[config.mk]
export PLATFORM = sky130hd
export DESIGN_NAME = smb_blk_slave
export DESIGN_NICKNAME = d
export VERILOG_FILES = /design/src/rtl/smb_blk_pkg.sv /design/src/rtl/smb_blk_sync.sv /design/src/rtl/smb_blk_ctrl.sv /design/src/rtl/smb_blk_regs.sv /design/src/rtl/smb_blk_slave.sv
export SDC_FILE = /design/constraint.sdc
export NUM_CORES = 1
export LEC_CHECK = 0
export ABC_AREA = 1
export BUFFER_PORTS_ARGS = -buffer_cell sky130_fd_sc_hd__buf_2
export CAP_MARGIN = 20
export CORE_MARGIN = 2
export CORE_UTILIZATION = 30
export DETAILED_ROUTE_END_ITERATION = 8
export GPL_TIMING_DRIVEN = 0
export PLACE_DENSITY_LB_ADDON = 0.25
export SETUP_SLACK_MARGIN = 0.3
export SLEW_MARGIN = 20
export SYNTH_ARGS = -nofsm -noshare
export SYNTH_HDL_FRONTEND = slang
export SYNTH_SLANG_ARGS = --single-unit
[constraint.sdc]
create_clock -name clk -period 3.15 [get_ports clk]
set_clock_uncertainty 0.2 [all_clocks]
set_input_delay 0.63 -clock clk [delete_from_list [all_inputs] [get_ports clk]]
set_output_delay 0.63 -clock clk [all_outputs]
set_load 0.02 [all_outputs]
[src/rtl/smb_blk_pkg.sv]
package smb_blk_pkg;
  localparam int IDX_DEVID  = 6;
  localparam int IDX_VENDOR = 7;
  localparam int IDX_BCOUNT = 8;

  typedef enum logic [2:0] {
    S_IDLE, S_ADDR, S_IDX, S_CNT, S_WDATA, S_RDATA
  } smbState_t;

  typedef struct packed {
    logic setIdx;   // index byte complete
    logic setCnt;   // count byte complete
    logic wrByte;   // data byte complete
    logic startRd;  // read begins, latch readback count
    logic advRd;    // host acked, fetch next byte
  } smbStb_t;
endpackage

[src/rtl/smb_blk_sync.sv]
module smb_blk_sync #(
  parameter int STAGES = 2
) (
  input  logic clk,
  input  logic rstN,
  input  logic sclIn,
  input  logic sdaIn,
  output logic sclSync,
  output logic sdaSync,
  output logic sclRise,
  output logic sclFall,
  output logic startDet,
  output logic stopDet
);
  logic [STAGES-1:0] sclPipe, sdaPipe;
  logic sclPrev, sdaPrev;

  always_ff @(posedge clk or negedge rstN) begin
    if (!rstN) begin
      sclPipe <= '1;
      sdaPipe <= '1;
      sclPrev <= 1'b1;
      sdaPrev <= 1'b1;
    end else begin
      sclPipe <= {sclPipe[STAGES-2:0], sclIn};
      sdaPipe <= {sdaPipe[STAGES-2:0], sdaIn};
      sclPrev <= sclPipe[STAGES-1];
      sdaPrev <= sdaPipe[STAGES-1];
    end
  end

  assign sclSync  = sclPipe[STAGES-1];
  assign sdaSync  = sdaPipe[STAGES-1];
  assign sclRise  = sclSync & ~sclPrev;
  assign sclFall  = ~sclSync & sclPrev;
  assign startDet = sclSync & sclPrev & sdaPrev & ~sdaSync;
  assign stopDet  = sclSync & sclPrev & ~sdaPrev & sdaSync;
endmodule

[src/rtl/smb_blk_ctrl.sv]
module smb_blk_ctrl import smb_blk_pkg::*; #(
  parameter logic [6:0] SLV_ADDR = 7'h69
) (
  input  logic       clk,
  input  logic       rstN,
  input  logic       sdaSync,
  input  logic       sclRise,
  input  logic       sclFall,
  input  logic       startDet,
  input  logic       stopDet,
  input  logic [7:0] cntByte,
  input  logic [7:0] dataByte,
  output smbStb_t    stb,
  output logic [7:0] rxByte,
  output logic       sdaOe
);
  localparam logic [3:0] LAST_BIT  = 4'd7;
  localparam logic [3:0] ACK_OPEN  = 4'd8;
  localparam logic [3:0] ACK_CLOSE = 4'd9;

  smbState_t  state;
  logic [3:0] bitCnt;
  logic [6:0] rxShift, txShift;
  logic       ackPend, rnw;
  logic       byteDone, slotEnd, addrHit;

  assign rxByte   = {rxShift, sdaSync};
  assign byteDone = (state != S_IDLE) && sclRise && (bitCnt == LAST_BIT);
  assign slotEnd  = sclFall && (bitCnt == ACK_CLOSE);
  assign addrHit  = (rxByte[7:1] == SLV_ADDR);

  always_comb begin
    stb         = '0;
    stb.setIdx  = byteDone && (state == S_IDX);
    stb.setCnt  = byteDone && (state == S_CNT);
    stb.wrByte  = byteDone && (state == S_WDATA);
    stb.startRd = slotEnd && (state == S_ADDR) && rnw;
    stb.advRd   = slotEnd && (state == S_RDATA);
  end

  always_ff @(posedge clk or negedge rstN) begin
    if (!rstN) begin
      state   <= S_IDLE;
      bitCnt  <= '0;
      rxShift <= '0;
      txShift <= '0;
      ackPend <= 1'b0;
      rnw     <= 1'b0;
      sdaOe   <= 1'b0;
    end else if (startDet) begin
      state   <= S_ADDR;
      bitCnt  <= '0;
      ackPend <= 1'b0;
      sdaOe   <= 1'b0;
    end else if (stopDet) begin
      state   <= S_IDLE;
      bitCnt  <= '0;
      ackPend <= 1'b0;
      sdaOe   <= 1'b0;
    end else if (state != S_IDLE) begin
      if (sclRise) begin
        if (bitCnt < ACK_OPEN) begin
          rxShift <= rxByte[6:0];
          bitCnt  <= bitCnt + 4'd1;
        end else if (bitCnt == ACK_OPEN) begin
          bitCnt <= ACK_CLOSE;
          if (state == S_RDATA && sdaSync) state <= S_IDLE;
        end
        if (byteDone) begin
          case (state)
            S_ADDR: begin
              if (addrHit) begin
                ackPend <= 1'b1;
                rnw     <= rxByte[0];
              end else begin
                state <= S_IDLE;
              end
            end
            S_RDATA: ackPend <= 1'b0;
            default: ackPend <= 1'b1;
          endcase
        end
      end
      if (sclFall) begin
        if (bitCnt == ACK_OPEN) begin
          sdaOe <= ackPend;
        end else if (bitCnt == ACK_CLOSE) begin
          bitCnt  <= '0;
          ackPend <= 1'b0;
          case (state)
            S_ADDR: begin
              state   <= rnw ? S_RDATA : S_IDX;
              txShift <= cntByte[6:0];
              sdaOe   <= rnw & ~cntByte[7];
            end
            S_IDX: begin state <= S_CNT;   sdaOe <= 1'b0; end
            S_CNT: begin state <= S_WDATA; sdaOe <= 1'b0; end
            S_RDATA: begin
              txShift <= dataByte[6:0];
              sdaOe   <= ~dataByte[7];
            end
            default: sdaOe <= 1'b0;
          endcase
        end else if (bitCnt != 4'd0 && state == S_RDATA) begin
          sdaOe   <= ~txShift[6];
          txShift <= {txShift[5:0], 1'b0};
        end
      end
    end
  end
endmodule

[src/rtl/smb_blk_regs.sv]
module smb_blk_regs import smb_blk_pkg::*; #(
  parameter int         NREG     = 22,
  parameter logic [7:0] DEV_ID   = 8'h13,
  parameter logic [3:0] REV_ID   = 4'h2,
  parameter logic [7:0] BCNT_RST = 8'd9
) (
  input  logic            clk,
  input  logic            rstN,
  input  smbStb_t         stb,
  input  logic [7:0]      rxByte,
  output logic [7:0]      cntByte,
  output logic [7:0]      dataByte,
  output logic [NREG*8-1:0] regFlat
);
  localparam logic [7:0] REG_END = 8'(NREG);

  logic [7:0] idx, wrLeft, rdLeft, dataRaw;

  for (genvar g = 0; g < NREG; g++) begin : g_reg
    if (g == IDX_DEVID) begin : g_dev
      assign regFlat[8*g+:8] = DEV_ID;
    end else if (g == IDX_VENDOR) begin : g_ven
      assign regFlat[8*g+:8] = {REV_ID, 4'b0001};
    end else begin : g_rw
      localparam logic [7:0] RST_VAL = (g == IDX_BCOUNT) ? BCNT_RST : 8'h00;
      logic [7:0] q;
      always_ff @(posedge clk or negedge rstN) begin
        if (!rstN) q <= RST_VAL;
        else if (stb.wrByte && wrLeft != 8'd0 && idx == 8'(g)) q <= rxByte;
      end
      assign regFlat[8*g+:8] = q;
    end
  end

  always_comb begin
    dataRaw = 8'h00;
    for (int i = 0; i < NREG; i++)
      if (idx == 8'(i)) dataRaw = regFlat[8*i+:8];
  end

  assign cntByte  = regFlat[8*IDX_BCOUNT+:8];
  assign dataByte = (rdLeft == 8'd0) ? 8'hFF : ((idx < REG_END) ? dataRaw : 8'h00);

  always_ff @(posedge clk or negedge rstN) begin
    if (!rstN) begin
      idx    <= '0;
      wrLeft <= '0;
      rdLeft <= '0;
    end else begin
      if (stb.setIdx) idx <= rxByte;
      if (stb.setCnt) wrLeft <= rxByte;
      if (stb.wrByte && wrLeft != 8'd0) begin
        idx    <= idx + 8'd1;
        wrLeft <= wrLeft - 8'd1;
      end
      if (stb.startRd) rdLeft <= cntByte;
      if (stb.advRd && rdLeft != 8'd0) begin
        idx    <= idx + 8'd1;
        rdLeft <= rdLeft - 8'd1;
      end
    end
  end
endmodule

[src/rtl/smb_blk_slave.sv]
module smb_blk_slave import smb_blk_pkg::*; #(
  parameter int         NREG     = 22,
  parameter logic [6:0] SLV_ADDR = 7'h69,
  parameter logic [7:0] DEV_ID   = 8'h13,
  parameter logic [3:0] REV_ID   = 4'h2,
  parameter logic [7:0] BCNT_RST = 8'd9
) (
  input  logic              clk,
  input  logic              rstN,
  input  logic              sclIn,
  input  logic              sdaIn,
  output logic              sdaOe,
  output logic [NREG*8-1:0] regFlat
);
  logic sclSync, sdaSync, sclRise, sclFall, startDet, stopDet;
  logic [7:0] rxByte, cntByte, dataByte;
  smbStb_t stb;

  smb_blk_sync #(.STAGES(2)) u_sync (
    .clk(clk), .rstN(rstN), .sclIn(sclIn), .sdaIn(sdaIn),
    .sclSync(sclSync), .sdaSync(sdaSync), .sclRise(sclRise), .sclFall(sclFall),
    .startDet(startDet), .stopDet(stopDet)
  );

  smb_blk_ctrl #(.SLV_ADDR(SLV_ADDR)) u_ctrl (
    .clk(clk), .rstN(rstN), .sdaSync(sdaSync), .sclRise(sclRise), .sclFall(sclFall),
    .startDet(startDet), .stopDet(stopDet), .cntByte(cntByte), .dataByte(dataByte),
    .stb(stb), .rxByte(rxByte), .sdaOe(sdaOe)
  );

  smb_blk_regs #(.NREG(NREG), .DEV_ID(DEV_ID), .REV_ID(REV_ID), .BCNT_RST(BCNT_RST)) u_regs (
    .clk(clk), .rstN(rstN), .stb(stb), .rxByte(rxByte),
    .cntByte(cntByte), .dataByte(dataByte), .regFlat(regFlat)
  );
endmodule

# After elaboration in Yosys (flattened, before gate mapping)

Index checks and enable logic that the tools add are counted.

Add/subtract/negate cells: 4
Multiply operators: 0
Divide/modulo/power cells: 0
Order comparisons: 2
Equal/unequal tests: 31
Shift operators: 0
Mux-type cells: 76
Bitwise operators: 18
Reductions and logical operators: 50

Operators by type and width:

| operator                                                   | number |
|---|---|
| 2-to-1 mux 8 bit                                           | 31 |
| == test 8 x 4 -> 1 bit, second input constant              | 8 |
| == test 8 x 5 -> 1 bit, second input constant              | 6 |
| 2-to-1 mux 3 bit                                           | 14 |
| 2-to-1 mux 4 bit                                           | 9 |
| logical AND 1 bit                                          | 33 |
| == test 8 x 3 -> 1 bit, second input constant              | 4 |
| == test 8 x 2 -> 1 bit, second input constant              | 2 |
| zero test 8 bit                                            | 2 |
| 2-to-1 mux 1 bit                                           | 16 |
| nonzero test 8 bit                                         | 2 |
| subtractor 8 x 1 -> 8 bit, second input constant           | 2 |
| 2-to-1 mux 7 bit                                           | 2 |
| case mux 7 bit (2 select lines)                            | 1 |
| AND reduction 7 bit                                        | 2 |
| nonzero test 3 bit                                         | 4 |
| NOT 1 bit                                                  | 10 |
| case mux 3 bit (3 select lines)                            | 1 |
| adder 8 x 1 -> 8 bit, second input constant                | 1 |
| bitwise AND 1 bit                                          | 8 |
| == test 4 bit, second input constant                       | 2 |
| == test 8 x 1 -> 1 bit, second input constant              | 1 |
| less-than comparator 8 x 5 -> 1 bit, second input constant | 1 |
| == test 7 bit, second input constant                       | 1 |
| other kinds (13)                                           | 18 |

Register bits: 214
Bits in latches: 0
Bits in writable memories: 0
ROM bits: 0
Word-level logic and storage cells: 215
Memories: 0

# Depth between registers and ports, before layout

Depth in word-level cells: 33
Gate-level depth with buffers: 31
Gate-level depth less buffers: 30

# Modules after synthesis

Synthesis repeated with hierarchy kept, for this count alone.

Cells, all modules: 1468
Area total of the unflattened synthesis: 11197.0 µm²

By module, submodules not included:

| module       | times used | cells an instance | area an instance (µm²) |
|---|---|---|---|
| smb_blk_regs | 1          | 1211              | 9389.0 |
| smb_blk_ctrl | 1          | 240               | 1609.0 |
| smb_blk_sync | 1          | 17                | 198.9 |

# Worst setup path before layout

No wires, ideal clock.

Path kind: reg-to-reg
From: register u_regs.idx[0]
To: register u_ctrl.txShift[2]
Arrival: 2.412 ns
Slack: 0.417 ns
Cell stages (with the launch flop): 26
Buffers on the path: 0
Cells stage by stage: dfrtp_1 inv_1 ha_1 clkinv_1 nor3_4 nor2_1 nand2_2 nor2_1 nand2_1 nand2_1 nand2_1 nand3_1 nand2_1 nand3_1 nand3_1 nand3_1 nand2_1 nand3_1 nand3_1 nand2_1 nand2_1 nand2_1 nand2_1 nand2_1 nand2_1 a21oi_2

Cells in the longest elaborated chain, start to end: 27

Ends and longest elaborated chain:

| item                              | RTL line            | source |
|---|---|---|
| start, declared                   | smb_blk_regs.sv:17  | `logic [7:0] idx, wrLeft, rdLeft, dataRaw;` |
| start signal, assigned            | smb_blk_regs.sv:50  | `if (stb.setIdx) idx <= rxByte;` |
| start signal, assigned            | smb_blk_regs.sv:53  | `idx <= idx + 8'd1;` |
| start signal, assigned            | smb_blk_regs.sv:58  | `idx <= idx + 8'd1;` |
| zero test 8 bit                   | smb_blk_regs.sv:38  | `if (idx == 8'(i)) dataRaw = regFlat[8*i+:8];` |
| 2-to-1 mux 8 bit (22 in a row)    | smb_blk_regs.sv:38  |  |
| 2-to-1 mux 8 bit * (2 in a row)   | smb_blk_regs.sv:42  | `assign dataByte = (rdLeft == 8'd0) ? 8'hFF : ((idx < REG_END) ? dataRaw : 8'h00);` |
| case mux 7 bit (2 select lines) * | smb_blk_ctrl.sv:90  | `case (state)` |
| 2-to-1 mux 7 bit *                | smb_blk_ctrl.sv:87  | `end else if (bitCnt == ACK_CLOSE) begin` |
| end signal, assigned              | smb_blk_ctrl.sv:93  | `txShift <= cntByte[6:0];` |
| end signal, assigned              | smb_blk_ctrl.sv:99  | `txShift <= dataByte[6:0];` |
| end signal, assigned              | smb_blk_ctrl.sv:106 | `txShift <= {txShift[5:0], 1'b0};` |
| end, declared                     | smb_blk_ctrl.sv:23  | `logic [6:0] rxShift, txShift;` |

Mark *: on every way between the ends. The rest lies on a longest branch, timed or not.
A chain may end at the register's enable or synchronous reset.

# Final worst setup path

From: register u_regs.idx[1]
To: register u_ctrl.sdaOe

Cells in the longest elaborated chain, start to end: 33

Ends and longest elaborated chain:

| item                              | RTL line            | source |
|---|---|---|
| zero test 8 bit                   | smb_blk_regs.sv:38  |  |
| 2-to-1 mux 8 bit (22 in a row)    | smb_blk_regs.sv:38  |  |
| 2-to-1 mux 8 bit * (2 in a row)   | smb_blk_regs.sv:42  |  |
| NOT 1 bit *                       | smb_blk_ctrl.sv:100 | `sdaOe <= ~dataByte[7];` |
| case mux 1 bit (2 select lines) * | smb_blk_ctrl.sv:90  |  |
| 2-to-1 mux 1 bit *                | smb_blk_ctrl.sv:87  |  |
| 2-to-1 mux 1 bit *                | smb_blk_ctrl.sv:85  | `if (bitCnt == ACK_OPEN) begin` |
| 2-to-1 mux 1 bit *                | smb_blk_ctrl.sv:84  | `if (sclFall) begin` |
| 2-to-1 mux 1 bit *                | smb_blk_ctrl.sv:60  | `end else if (state != S_IDLE) begin` |
| 2-to-1 mux 1 bit *                | smb_blk_ctrl.sv:55  | `end else if (stopDet) begin` |
| 2-to-1 mux 1 bit *                | smb_blk_ctrl.sv:50  | `end else if (startDet) begin` |
| end signal, assigned              | smb_blk_ctrl.sv:86  | `sdaOe <= ackPend;` |
| end signal, assigned              | smb_blk_ctrl.sv:94  | `sdaOe <= rnw & ~cntByte[7];` |
| end signal, assigned              | smb_blk_ctrl.sv:100 |  |
| end, declared                     | smb_blk_ctrl.sv:15  | `output logic sdaOe` |

Mark *: on every way between the ends. The rest lies on a longest branch, timed or not. The select of a mux whose other input is x is not followed.

==> summary.txt <==
Outcome = finished, violations left
Yosys cell types = 49
Clock root cell = clkbuf_16
Area of the mapped netlist = 11000 um^2
Worst EP arrival = 3600 ps
RSZ-0062 raised after global routing = yes
Clock Sinks = 214
Area Growth Syn to Fin = 29.6%
Crit-path max FO = 6
Ys Warns = 0
Final Hold Fails = 0
Clock transition at path regs = 60 ps
Core box area = 36400 um^2
Initial core utilization = 30.3%
First-pass GRT wire length = 60100 um
Final setup TNS = -692 ps
Clock Tree Buf Depth = 3
Final Wtd Congestion = 0.871
Synth async-reset ratio = 100%
Number of antenna violations at the first check in global routing = 0
Top Ports = 181
Vias in the first global route = 9977
DR WL/cell = 18.6 um
Slowest CP cell = dfrtp_2
Post-synth top area share = 46.7%
Die width = 196 um
Post-Route WL = 40000 um
Overflow left after global routing = 0
CTS tree = yes
Share of cells above drive strength 1 = 27.7%
Failing checks = negative setup slack
Hold Crit Class = reg -> reg
Final Cell Area = 14300 um^2
Register area share after synthesis = 48.6%
Most common flop cell mapped by yosys = dfrtp_1
Finish-stage setup viols = 6
Clock Latency Late Sink = 540 ps
Post-synth top area cell = dfrtp_1
Critical path capture point type = flip-flop
Synthesized flop and latch total = 214
Final worst path period need = 3370 ps
Final nets = 1680
Least-Margin Pin Slew = 943 ps
CP dominant cell by count = nand2_1
Max Fclk = 297 MHz
Critical path's top delay family = simple AND/OR/NAND/NOR gates
Via density = 4.93
Pre-Repair DR Iteration Count = 7
Pin count of the biggest net entering global routing = 93
Buf/Inv on CP = 3
Crit share post-route = 107%
Slew Viols, Final = 0
Worst hold margin = 159 ps
Cell with the most instances after synthesis = nand2_1
Lkg Pwr = 7.15 nW
Max cap viols = 0
CP required = 3380 ps
Design Power = 6.86 mW
H-tree depth = 1
Post-synth EDFFs = 0
Drt drc = 0
PD cells = 480 nW/um^2
Placed cell areas = 12600 um^2
Max transition margin = 37.1%
Highest cell delay on the worst timing path = 470 ps
Peak supply drop = 0.326 mV
DRT antenna net count = 0
Mean Syn Cell Area = 7.77 um^2
Total CTS buffers = 25
Gate Count Post-Synth = 1420
Die H = 196 um
IO buf count = 164
Via count = 10600
Die ar. = 38300 um^2
Global Route Usage Sum = 20.3%
Row cnt = 70
Final worst slack = -219 ps
Top cells by area, synth = dfrtp_1 47%, nand2_1 14%, o21ai_0 9.7%, inv_1 4.4%, nor2_1 3.2%
Setup Crit Path Kind = reg -> reg
Startpoint types = flip-flop
Initial DRC count = 842
Post-DP HPWL = 28900 um
Commonest cells in the synthesized netlist = 420 x nand2_1, 214 x o21ai_0, 206 x dfrtp_1, 128 x inv_1, 95 x nor2_1
Ant. Diodes = 0
-- metal layers --
metal | track usage (%) | vias to the layer above | share of wire, %
li1 | - | 5085 | -
met1 | 27.4 | 5133 | 44
met2 | 33.8 | 316 | 48
met3 | 2.51 | 71 | 5.0
met4 | 7.01 | 0 | 3.4
met5 | 0 | - | 0
-- worst paths after layout --
kind	startpoint	to	slack [ps]	cells past startpoint
worst min register to register	u_sync.sclPipe[0]	u_sync.sclPipe[1]	160	0
worst max register to register	u_regs.idx[1]	u_ctrl.sdaOe	-220	31
worst max-delay path	u_regs.idx[1]	u_ctrl.sdaOe	-220	31
min in group asynchronous	rstN	u_ctrl.bitCnt[1]	410	2
worst min-delay path	u_sync.sclPipe[0]	u_sync.sclPipe[1]	160	0
max in group asynchronous	rstN	u_regs.g_reg[4].g_rw.q[6]	1510	3
-- registers in the layout, indices dropped and copies added, names as in the netlist --
signal           flops
u_regs.rdLeft        8
u_sync.sdaPipe       2
u_regs.cntByte       8
u_regs.wrLeft        8
u_ctrl.bitCnt        4
u_ctrl.txShift       7
u_ctrl.ackPend       1
u_ctrl.rnw           1
u_sync.sclPrev       1
u_ctrl.state         3
u_sync.sclPipe       2
u_sync.sdaPrev       1
u_ctrl.sdaOe         1
u_ctrl.rxShift       7
u_regs.g.g_rw.q    152
u_regs.idx           8
-- logic make-up (layout without fill, tap and decap cells) --
| family | after synthesis | after routing | share of synthesized area [%] |
|---|---|---|---|
| other | 2 | 16 | 0.0681 |
| DFF | 214 | 214 | 48.6 |
| AOI/OAI and AO/OA | 309 | 309 | 14.9 |
| buffers and inverters | 207 | 457 | 8.08 |
| adders and majority gates | 11 | 11 | 1.25 |
| xor gates and xnor gates | 11 | 11 | 0.873 |
| and+or+nand+nor | 666 | 666 | 26.2 |
-- final cells by class --
cell class	instances	area [um^2]
Tap cell	468	586
Multi-Input combinational cell	1013	5280
Buffer	71	425
Timing Repair Buffer	204	1200
Clock buffer	36	727
Sequential cell	214	5370
Clock inverter	10	156
Fill cell	3768	22100
Inverter	136	548
-- cell usage in the layout, fill, tap and decap left out, types with 8 or more instances in the layout --
cell type,instances
xor2_1,9
nor2_2,9
nor2_1,88
or2_2,19
nand3_1,37
a21oi_1,54
conb_1,16
o21ai_0,211
nand2_1,369
nand2_4,10
clkbuf_16,25
buf_6,13
a21oi_2,8
nand3_2,31
dfrtp_1,200
buf_2,174
clkbuf_1,32
inv_1,121
nor2_4,11
nor3_1,17
buf_4,47
nand2_2,49
dfstp_2,8
-- where the power goes --
part | switching [mW] | internal (mW)
clock network | 1.20 | 1.93
logic | 0.711 | 0.134
registers | 0.0555 | 2.82
total | 1.97 | 4.89
-- per-stage QoR --
stage               utilization (%)  setup WS (ps)  instances
floorplan                         -            417       1434
global placement               34.3          -2720       2066
detailed placement             34.5           -440       2068
CTS                            38.3           -102       2144
global route                   39.2           -421       2152
finish                         39.2           -219       2152
-- what timing repair did --
action                                  4_1_cts  5_1_grt
cloned                                        1        0
setup buffers                                26        8
endpoints found under the setup margin      176      156
pin swaps                                    47       51
hold buffers                                  3        0
resized for setup                            87      118
endpoints found under the hold margin        51        0
Power figures use the tool's default switching activity.
